`config.mk`:
```
export PLATFORM = sky130hd
export DESIGN_NAME = cmd_limiter
export DESIGN_NICKNAME = d
export VERILOG_FILES = /design/src/rtl/cmd_limiter.sv
export SDC_FILE = /design/constraint.sdc
export NUM_CORES = 1
export LEC_CHECK = 0
export CAP_MARGIN = 15
export CORE_MARGIN = 2
export CORE_UTILIZATION = 45
export CTS_CLUSTER_SIZE = 30
export DETAILED_ROUTE_END_ITERATION = 6
export PLACE_DENSITY_LB_ADDON = 0.2
export SYNTH_ARGS = -nofsm -noshare
export SYNTH_HDL_FRONTEND = slang
export SYNTH_SLANG_ARGS = --single-unit
```
`constraint.sdc`:
```
create_clock -name clk -period 11 [get_ports clk]
set_clock_uncertainty 0.2 [all_clocks]
set_input_delay 2.2 -clock clk [delete_from_list [all_inputs] [get_ports clk]]
set_output_delay 2.2 -clock clk [all_outputs]
set_load 0.005 [all_outputs]
```
`src/rtl/cmd_limiter.sv`:
```
module cmd_limiter #(
  parameter int W = 16,
  parameter int N = 8
) (
  input  logic                  clk,
  input  logic                  rst_n,
  input  logic                  in_valid,
  input  logic                  in_last,
  input  logic signed [W-1:0]   in_data,
  input  logic [N*W-1:0]        lo_lim,
  input  logic [N*W-1:0]        hi_lim,
  input  logic                  policy,
  output logic                  out_valid,
  output logic                  out_last,
  output logic signed [W-1:0]   out_data,
  output logic                  exceed,
  output logic [$clog2(N+1)-1:0] exceed_cnt
);
  localparam int IW = (N > 1) ? $clog2(N) : 1;
  localparam int CW = $clog2(N+1);

  logic [IW-1:0]             idx, rd_idx;
  logic                      pol_q, rd_on;
  logic [N-1:0][W-1:0]       cand_q, prev_q, nb_val;
  logic [N-1:0]              bad_q, nb_bad;
  logic signed [W-1:0]       lo_cur, hi_cur;
  logic                      in_bad, pol_cur, done;
  logic [CW-1:0]             cnt_now;

  assign lo_cur  = lo_lim[idx*W +: W];
  assign hi_cur  = hi_lim[idx*W +: W];
  assign in_bad  = (in_data < lo_cur) || (in_data > hi_cur);
  assign pol_cur = (idx == '0) ? policy : pol_q;
  assign done    = in_valid && in_last;

  always_comb begin
    cnt_now = '0;
    for (int k = 0; k < N; k++) begin
      nb_bad[k] = (IW'(k) == idx) ? in_bad  : bad_q[k];
      nb_val[k] = (IW'(k) == idx) ? in_data : cand_q[k];
      cnt_now   = cnt_now + CW'(nb_bad[k]);
    end
  end

  always_ff @(posedge clk or negedge rst_n) begin
    if (!rst_n) begin
      idx <= '0; rd_idx <= '0; pol_q <= 1'b0; rd_on <= 1'b0;
      cand_q <= '0; prev_q <= '0; bad_q <= '0;
      out_valid <= 1'b0; out_last <= 1'b0; out_data <= '0;
      exceed <= 1'b0; exceed_cnt <= '0;
    end else begin
      if (rd_on) begin
        out_valid <= 1'b1;
        out_data  <= prev_q[rd_idx];
        out_last  <= (rd_idx == IW'(N-1));
        rd_idx    <= rd_idx + 1'b1;
        if (rd_idx == IW'(N-1)) rd_on <= 1'b0;
      end else begin
        out_valid <= 1'b0;
        out_last  <= 1'b0;
      end
      if (in_valid) begin
        cand_q[idx] <= in_data;
        bad_q[idx]  <= in_bad;
        pol_q       <= pol_cur;
        idx         <= in_last ? '0 : idx + 1'b1;
      end
      if (done) begin
        for (int k = 0; k < N; k++)
          if (pol_cur ? !nb_bad[k] : (cnt_now == '0)) prev_q[k] <= nb_val[k];
        exceed     <= (cnt_now != '0);
        exceed_cnt <= cnt_now;
        rd_on      <= 1'b1;
        rd_idx     <= '0;
      end
    end
  end

  assert_frame_len_R1: assert property (@(posedge clk) disable iff (!rst_n)
    done |-> idx == IW'(N-1));
  assert_skip_holds_R3: assert property (@(posedge clk) disable iff (!rst_n)
    done && !pol_cur && (cnt_now != '0) |=> $stable(prev_q));
  assert_clean_taken_R4: assert property (@(posedge clk) disable iff (!rst_n)
    done && (cnt_now == '0) |=> prev_q == $past(nb_val));
  assert_flag_cnt_R7: assert property (@(posedge clk) disable iff (!rst_n)
    exceed == (exceed_cnt != '0));
  assert_stream_contig_R8: assert property (@(posedge clk) disable iff (!rst_n)
    out_valid && !out_last |=> out_valid);
  assert_last_in_stream_R8: assert property (@(posedge clk) disable iff (!rst_n)
    out_last |-> out_valid);
endmodule

```
# Word level (Yosys, flattened, before mapping)

Index checks and enable logic that the tools add are counted.
W data, S select, Z words.

Flip-flop bits (word level): 295
Bits of input ports: 277
Output and inout port bits: 23

Add/subtract/negate cells: 9
$lt $le $gt $ge: 5
Eq/ne operators: 8
Shift operators: 2
Multiplexer cells: 41
Reductions and logical operators: 23

Operators with widths:

| kind                  | count |
|---|---|
| $shiftx A128 B8 Y16   | 2 |
| $mux W16              | 10 |
| $bwmux W128           | 1 |
| $bmux W16 S3          | 1 |
| $demux W16 S3         | 1 |
| $mux W1               | 23 |
| $add A4 B1 Y4         | 4 |
| $gt A16 B16 Y1        | 1 |
| $lt A16 B16 Y1        | 1 |
| $reduce_and A2 Y1     | 8 |
| $eq A3 B3 Y1 const A  | 4 |
| $mux W3               | 3 |
| $bwmux W8             | 1 |
| $logic_not A1 Y1      | 8 |
| $lt A3 B4 Y1 const B  | 2 |
| $add A3 B1 Y3 const B | 2 |
| $eq A2 B3 Y1 const A  | 2 |
| $add A3 B1 Y4         | 1 |
| $logic_not A4 Y1      | 1 |
| $reduce_bool A4 Y1    | 1 |
| $add A2 B1 Y3         | 1 |
| $demux W1 S3          | 1 |
| $eq A1 B3 Y1 const A  | 1 |
| $eq A3 B3 Y1 const B  | 1 |
| 6 further kinds       | 7 |

# Longest topological paths before layout

Gate-level depths: netlist (run 1).

Depth after elaboration: 14
Gate-level depth with buffers: 38

# Worst setup path before layout (run 1)

OpenSTA, ideal clock, no wires.

Path type: input to register
Start point: input port hi_lim[58]
End point: register prev_q[64] (netlist bit)
Library setup time: 0.154 ns
Arrival: 8.232 ns
Data required time: 10.646 ns
Setup slack: 2.414 ns
Stages on the path: 34
Cell sequence: mux2i_1 -> nor2_1 -> a21oi_1 -> o22ai_1 -> a21oi_1 -> ha_1 -> and3_1 -> a221o_1 -> a221oi_1 -> nand2_1 -> a2bb2oi_4 -> buf_4 -> buf_4 -> buf_2 -> nand2_1 -> o21ai_0 -> fa_1 -> inv_1 -> fa_1 -> inv_1 -> fa_1 -> inv_1 -> ha_1 -> inv_1 -> fa_1 -> nand2b_1 -> o21ai_0 -> a31oi_1 -> or2_1 -> buf_6 -> clkbuf_1 -> or4_1 -> o21ai_0 -> a221oi_1

Longest elaborated chain between the ends: 14
Elaborated cells between the ends (all ways): 22

RTL lines:

| what                                 | line | RTL |
|---|---|---|
| start, declared                      | 11   | `input logic [N*W-1:0] hi_lim,` |
| $shiftx A128 B8 Y16 *                | 31   | `assign hi_cur = hi_lim[idx*W +: W];` |
| $gt A16 B16 Y1 *                     | 32   | `assign in_bad = (in_data < lo_cur) \|\| (in_data > hi_cur);` |
| $logic_or A1 B1 Y1 *                 | 32   |  |
| $mux W1                              | 39   | `nb_bad[k] = (IW'(k) == idx) ? in_bad : bad_q[k];` |
| $add A1 B1 Y2                        | 41   | `cnt_now = cnt_now + CW'(nb_bad[k]);` |
| $add A2 B1 Y3                        | 41   |  |
| $add A3 B1 Y4                        | 41   |  |
| $add A4 B1 Y4 (4 in series)          | 41   |  |
| $logic_not A4 Y1                     | 70   | `if (pol_cur ? !nb_bad[k] : (cnt_now == '0)) prev_q[k] <= nb_val[k];` |
| $mux W1 *                            | 70   |  |
| $reduce_and A2 Y1 (no source line) * | n/a  |  |
| end signal, assigned by index        | 70   |  |
| end, declared                        | 24   | `logic [N-1:0][W-1:0] cand_q, prev_q, nb_val;` |

Mark *: on every way between the ends. The rest lies on a longest branch, timed or not.
A chain may end at the register's enable or synchronous reset.

# Final worst setup path (run 1)

Start point: input port lo_lim[51]
End point: register prev_q[55] (netlist bit)

Longest elaborated chain between the ends: 14
Elaborated cells between the ends (all ways): 22

RTL lines:

| what                                 | line | RTL |
|---|---|---|
| start, declared                      | 10   | `input logic [N*W-1:0] lo_lim,` |
| $shiftx A128 B8 Y16 *                | 30   | `assign lo_cur = lo_lim[idx*W +: W];` |
| $lt A16 B16 Y1 *                     | 32   |  |
| $logic_or A1 B1 Y1 *                 | 32   |  |
| $mux W1                              | 39   |  |
| $add A1 B1 Y2                        | 41   |  |
| $add A2 B1 Y3                        | 41   |  |
| $add A3 B1 Y4                        | 41   |  |
| $add A4 B1 Y4 (4 in series)          | 41   |  |
| $logic_not A4 Y1                     | 70   |  |
| $mux W1 *                            | 70   |  |
| $reduce_and A2 Y1 (no source line) * | n/a  |  |

Marked as above.

==> results.md, run 1 <==
- Share of layout cells above drive strength 1: 16.4%
- Synth area leaders: dfrtp_1, mux2i_1, mux2_2
- Clock period minus final worst setup slack: 9290 ps
- Count of input and output buffers: 299
- Max-cap violation count: 0
- VDD IR max: 0.199 mV
- Synth top area share: 39.1%
- Unrepaired setup endpoints after global routing: false
- Via count: 16,463
- Total wire length: 65,600 um
- Reg2reg start: idx[2]
- DR iter-0 viols: 1,394
- Drt first pass iters: 7
- Crit path max-delay cell type: nor2_4
- Vias in the first global route: 16,254
- Post-synth top area cell: dfrtp_1
- Synth top cells by count: dfrtp_1, mux2i_1, o21ai_0, mux2_2, clkbuf_1
- Status: complete, no violations
- CTS resizes: 0
- Clock sinks: 295
- Crit-path leading delay family: adder cells
- Via/cell ratio: 6.31
- Reg2reg path depth: 30
- Fillers: 3,648
- Post-synth EDFFs: 0
- Synth Instances: 1,830
- Clock root buffer: clkbuf_16
- PwrDens: 251 nW/um^2
- Period utilization: 84.4%
- Final worst setup slack: 1710 ps
- Final TNS setup: 0 ps
- Syn Nets: 2,153
- Final global-route overflow total: 0
- DRC errors left: 0
- All-Layer GR Usage: 29.8%
- Detail Route Antenna Nets: 0
- Total core area: 41,700 um^2
- Area Overhead vs Synth: 23.5%
- Die width: 209 um
- Fin nets: 2,370
- Count of different cell masters after synthesis: 53
- Hold_ws: 286 ps
- Clk Latency, worst-skew pair: 580 ps
- DPL Wire Length: 47,000 um
- Worst Hold Class: reg2reg
- CTS tree: done
- Data arrival, critical path: 9520 ps
- Die H: 209 um
- CP Class: in2reg
- Area of the multi-input gates: 10,400 um^2
- Number of buffers created by CTS: 31
- Most numerous cell in the Yosys netlist: dfrtp_1
- CP startpoint: lo_lim[51]
- # rows: 75
- CTS HTree Levels: 1
- CTS max path bufs: 3
- R2R setup slack: 2030 ps
- Startpoint types: input pin
- CTS clk-pin slew, worst paths: 60 ps
- Fmax: 108 MHz
- Reg-to-Reg End: prev_q[55]
- CP Max Fanout: 48
- IO Count: 300
- Worst endpoint required time: 11,240 ps
- Number of setup violations in the final report: 0
- Post-synthesis average cell area: 10.3 um^2
- Post-DP Area: 22,300 um^2
- Postcts setup bufs: 0
- Buf/Inv on CP: 6
- First-pass GRT wire length: 100,000 um
- Synth Register Bits: 295
- Gpl congestion: 0.872
- Critical Path End Type: flop
- Die area: 43,600 um^2
- Ys async rst share: 100%
- Final core occ: 56.0%
- Max Slew Vio Count: 0
- Netlist Area Pre-Place: 18,900 um^2
- Register area: 7390 um^2
- Max-slew headroom: 27.3%
- CP Capture Point: prev_q[55]
- Post-synthesis sequential area ratio: 39.1%
- Hold_buf cts: 0
- Initial core utilization: 45.3%
- Final instance area: 23,300 um^2
- Final hold vios: 0
- Worst-Margin Slew: 1090 ps
- Biggest cell delay along the critical path: 600 ps
- Levels on crit path: 31
- Largest net degree at the start of global routing: 105
- Routed len/inst: 25.1 um
- Static leakage: 0.00980 uW
- Synth Flop Type: dfrtp_1
- Initial antenna violation count: 3
- Warnings from Yosys: 0
- Pre-CTS WS: 1250 ps
==> power by group <==
part           switching (uW)  total, uW  leakage, uW  internal [uW]
clock network             448       1050     0.000502            597
registers                 511       2090      0.00360           1580
logic                    1470       2730      0.00569           1260
total                    2430       5870      0.00980           3440
==> sequential cells by signal, indices dropped and copies added, names as in the netlist, 3 cells and up <==
name	count
cand_q	128
prev_q	128
out_data	16
bad_q	8
exceed_cnt	4
idx	3
rd_idx	3
==> through the flow <==
stage                     power, uW  std cells
final                          5870       2608
after CTS                      5820       2603
after global placement         4640       2549
after floorplan                3810       1830
after detailed placement       4770       2550
after global routing           6230       2607
==> logic make-up (layout without fill, tap and decap cells) <==
family / Yosys count / count (layout) / share of synthesized area, %
fa+ha+maj: 46 / 46 / 3.21
xor+xnor: 1 / 1 / 0.0464
other cells: 0 / 2 / 0
compound gates: 484 / 484 / 18.0
mux: 400 / 400 / 24.5
buf+inv: 277 / 514 / 6.06
flops: 295 / 295 / 39.1
simple gates: 327 / 327 / 9.07
==> worst min path at each step <==
| stage | end | from | slack, ps | depth (start not counted) |
|---|---|---|---|---|
| floorplan | out_valid | rd_on | 150 | 0 |
| global placement | cand_q[96] | cand_q[96] | 270 | 2 |
| detailed placement | cand_q[96] | cand_q[96] | 270 | 2 |
| CTS | cand_q[96] | cand_q[96] | 290 | 2 |
| global route | cand_q[92] | cand_q[92] | 310 | 1 |
| finish | cand_q[96] | cand_q[96] | 290 | 2 |
==> area by class of cell <==
class,count,share of cell area (%)
clock inverter,7,0.177
timing repair buffer,349,14.6
multi-input combinational,1258,44.7
sequential,295,31.7
antenna,2,0.0214
clock buffer,46,4.12
tap,539,2.89
inverter,112,1.80
==> worst reg2reg max path, delay by kind of cell (launching register included) <==
kind | cells | cell delay (ps)
buffers and inverters | 6 | 1260
and+or+nand+nor | 7 | 2120
DFF | 1 | 710
AOI/OAI and AO/OA | 11 | 2430
adders and majority gates | 6 | 2100
==> layer usage <==
layer	share of wire (%)	global-route usage (%)	vias to the layer above
met5	0	0	-
met4	3.7	11.2	0
met3	8.0	4.96	118
met2	48	49.4	753
met1	40	39.3	8254
li1	-	-	7338
==> cell usage in the layout (no fill, tap or decap), drive strengths merged, types with 2 or more instances in the layout <==
| cell type | instances |
|---|---|
| nor2 | 83 |
| a31oi | 40 |
| nor3 | 42 |
| inv | 111 |
| a21oi | 91 |
| mux2i | 237 |
| a21o | 6 |
| nand3 | 50 |
| clkinv | 7 |
| clkdlybuf4s50 | 298 |
| nand2b | 4 |
| clkbuf | 47 |
| mux4 | 37 |
| nor2b | 5 |
| and2 | 4 |
| nor4b | 32 |
| fa | 4 |
| nand4 | 5 |
| dfrtp | 295 |
| nand2 | 64 |
| diode | 2 |
| or4 | 32 |
| a221oi | 97 |
| ha | 42 |
| mux2 | 126 |
| a31o | 8 |
| o21ai | 134 |
| buf | 50 |
| o22ai | 63 |
| a211oi | 34 |
| or3 | 3 |
Power figures use the tool's default switching activity.
==> run 2: changes to the inputs <==
==> constraint.sdc (replaced) <==
create_clock -name clk -period 7.9 [get_ports clk]
set_clock_uncertainty 0.2 [all_clocks]
set_input_delay 1.58 -clock clk [delete_from_list [all_inputs] [get_ports clk]]
set_output_delay 1.58 -clock clk [all_outputs]
set_load 0.005 [all_outputs]
==> run 2 against run 1 <==
Sequential power increased by 39%. Combinational power grew 57%. Critical path depth up 1. Core utilization rose by 2.8 points. Critical endpoint is now prev_q[69]. Largest cell class unchanged.
==> results.md, run 2 (synthesized netlist as in run 1, its figures left out) <==
- Most common cell after layout, fill and taps aside: clkdlybuf4s50_1 (unchanged)
- Initial antenna violation count: 3 (unchanged)
- Clock sinks: 295 (unchanged)
- Unrepaired setup endpoints after global routing: true (was false)
- Post-DP Area: 23,200 um^2 (was 22,300 um^2)
- Commonest non-fill, non-tap cells in the layout: clkdlybuf4s50_1, dfrtp_1, mux2i_1, o21ai_0, mux2_2 (unchanged)
- Number of setup violations in the final report: 0 (unchanged)
- Fmax: 131 MHz
- Status: complete, no violations (unchanged)
- All-Layer GR Usage: 29.8% (about the same)
- Number of buffers created by CTS: 31 (unchanged)
- CTS max path bufs: 3 (unchanged)
- Die H: 209 um (unchanged)
- Max-cap violation count: 0 (unchanged)
- Detail Route Antenna Nets: 0 (unchanged)
- Gpl congestion: 0.904 (was 0.872)
- Period utilization: 96.6%
- CTS tree: done (unchanged)
- Most used cell, CP: fa_1
- Die area: 43,600 um^2 (unchanged)
- Share of layout cells above drive strength 1: 20.6% (was 16.4%)
- VDD IR max: 0.254 mV (was 0.199 mV)
- # rows: 75 (unchanged)
- Crit path max-delay cell type: fa_1 (was nor2_4)
- Area Overhead vs Synth: 29.7% (was 23.5%)
- Vias in the first global route: 16,684 (was 16,254)
- Largest net degree at the start of global routing: 141 (was 105)
- Final instance area: 24,500 um^2 (was 23,300 um^2)
- Max Slew Vio Count: 0 (unchanged)
- Top flop regs: cand_q x128, prev_q x128, out_data x16 (unchanged)
- CTS clk-pin slew, worst paths: 60 ps (about the same)
- Fin nets: 2,454 (was 2,370)
- Buf/Inv on CP: 7 (was 6)
- Initial core utilization: 45.3% (unchanged)
- DRC errors left: 0 (unchanged)
- PwrDens: 357 nW/um^2 (was 251 nW/um^2)
- Worst-Margin Slew: 1200 ps (was 1090 ps)
- Static leakage: 0.0104 uW (was 0.00980 uW)
- Final hold vios: 0 (unchanged)
- Die width: 209 um (unchanged)
- Crit-path leading delay family: compound AO/OA/AOI/OAI gates (was adder cells)
- Biggest cell delay along the critical path: 430 ps (was 600 ps)
- Via/cell ratio: 6.22 (was 6.31)
- CP Class: in2reg (unchanged)
- First-pass GRT wire length: 100,000 um (about the same)
- IO Count: 300 (unchanged)
- Count of input and output buffers: 299 (unchanged)
- Total wire length: 66,400 um (was 65,600 um)
- Via count: 16,769 (was 16,463)
- Fillers: 3,604 (was 3,648)
- DPL Wire Length: 47,700 um (was 47,000 um)
- Clock root buffer: clkbuf_16 (unchanged)
- Final global-route overflow total: 0 (unchanged)
- DR iter-0 viols: 1,301 (was 1,394)
- Routed len/inst: 24.6 um (was 25.1 um)
- Max-slew headroom: 19.9% (was 27.3%)
- Pre-CTS WS: -594 ps (was 1250 ps)
- Data arrival, critical path: 7910 ps (was 9520 ps)
- CP Max Fanout: 19 (was 48)
- Critical Path End Type: flop (unchanged)
- Clk Latency, worst-skew pair: 580 ps (about the same)
- Total core area: 41,700 um^2 (unchanged)
- CTS HTree Levels: 1 (unchanged)
- Startpoint types: input pin (unchanged)
- Worst endpoint required time: 8180 ps (was 11,240 ps)
- Drt first pass iters: 5 (was 7)
- Clock period minus final worst setup slack: 7630 ps
- Worst Hold Class: reg2reg (unchanged)
- Final worst setup slack: 267 ps (was 1710 ps)
run 2: cell types whose count changed in the layout (fill, tap and decap cells not counted), sizes merged:
cell      change
buf          +83
bufinv        +3
clkinv        +3
clkbuf        -1
clkinvlp      -1
diode         +1
run 2: cell type report:
class | count | area [um^2] | share of cell area (%)
timing repair buffer | 433 | 4430 | 18.1
multi-input combinational | 1258 | 10500 | 42.9
sequential | 295 | 7390 | 30.2
inverter | 112 | 420 | 1.72
clock inverter | 12 | 141 | 0.577
tap | 539 | 674 | 2.75
antenna | 3 | 7.51 | 0.0306
clock buffer | 44 | 925 | 3.77
run 2: what timing repair did:
action                                  in CTS  in global routing
gates resized for setup                      2                 32
hold buffers                                 0                  0
cloned                                       0                  2
endpoints found under the setup margin       1                128
pin swaps                                    0                 10
setup buffers                                0                  2
run 2: through the flow:
stage	utilization, %	power (uW)	hold slack (ps)	instances	TNS (ps)
after detailed placement	55.8	6970	281	2632	-65490
final	58.8	8740	292	2696	0
after global routing	58.8	9240	314	2696	-338
after floorplan	-	5310	152	1830	0
after CTS	58.3	8530	295	2688	0
after global placement	55.7	6790	261	2631	-46030
run 2: path summary, 6_finish.rpt:
check | start | endpoint | slack [ps] | cells after the start
worst min-delay path | cand_q[112] | cand_q[112] | 290 | 2
max in group asynchronous | rst_n | prev_q[96] | 5190 | 2
worst max register to register | idx[2] | prev_q[69] | 580 | 31
min in group asynchronous | rst_n | cand_q[42] | 780 | 1
worst max-delay path | hi_lim[57] | prev_q[69] | 270 | 32
worst min register to register | cand_q[112] | cand_q[112] | 290 | 2
run 2: layer usage:
layer / up-vias / track usage [%] / share of wire (%)
met4: 0 / 11.1 / 3.7
li1: 7531 / - / -
met1: 8369 / 38.8 / 40
met3: 117 / 5.40 / 8.2
met2: 752 / 49.7 / 48
met5: - / 0 / 0
run 2: worst reg2reg max path, delay by kind of cell, from the launching register on:
family	cells	cell delay, ps
compound gates	11	2170
fa+ha+maj	6	1990
buf+inv	9	1460
simple gates	5	840
flops	1	560
run 2: where the power goes:
group / leakage (uW) / total [uW] / internal, uW / switching (uW)
clock network: 0.000537 / 1540 / 907 / 635
logic: 0.00625 / 4290 / 2140 / 2150
registers: 0.00360 / 2910 / 2200 / 709
total: 0.0104 / 8740 / 5240 / 3490
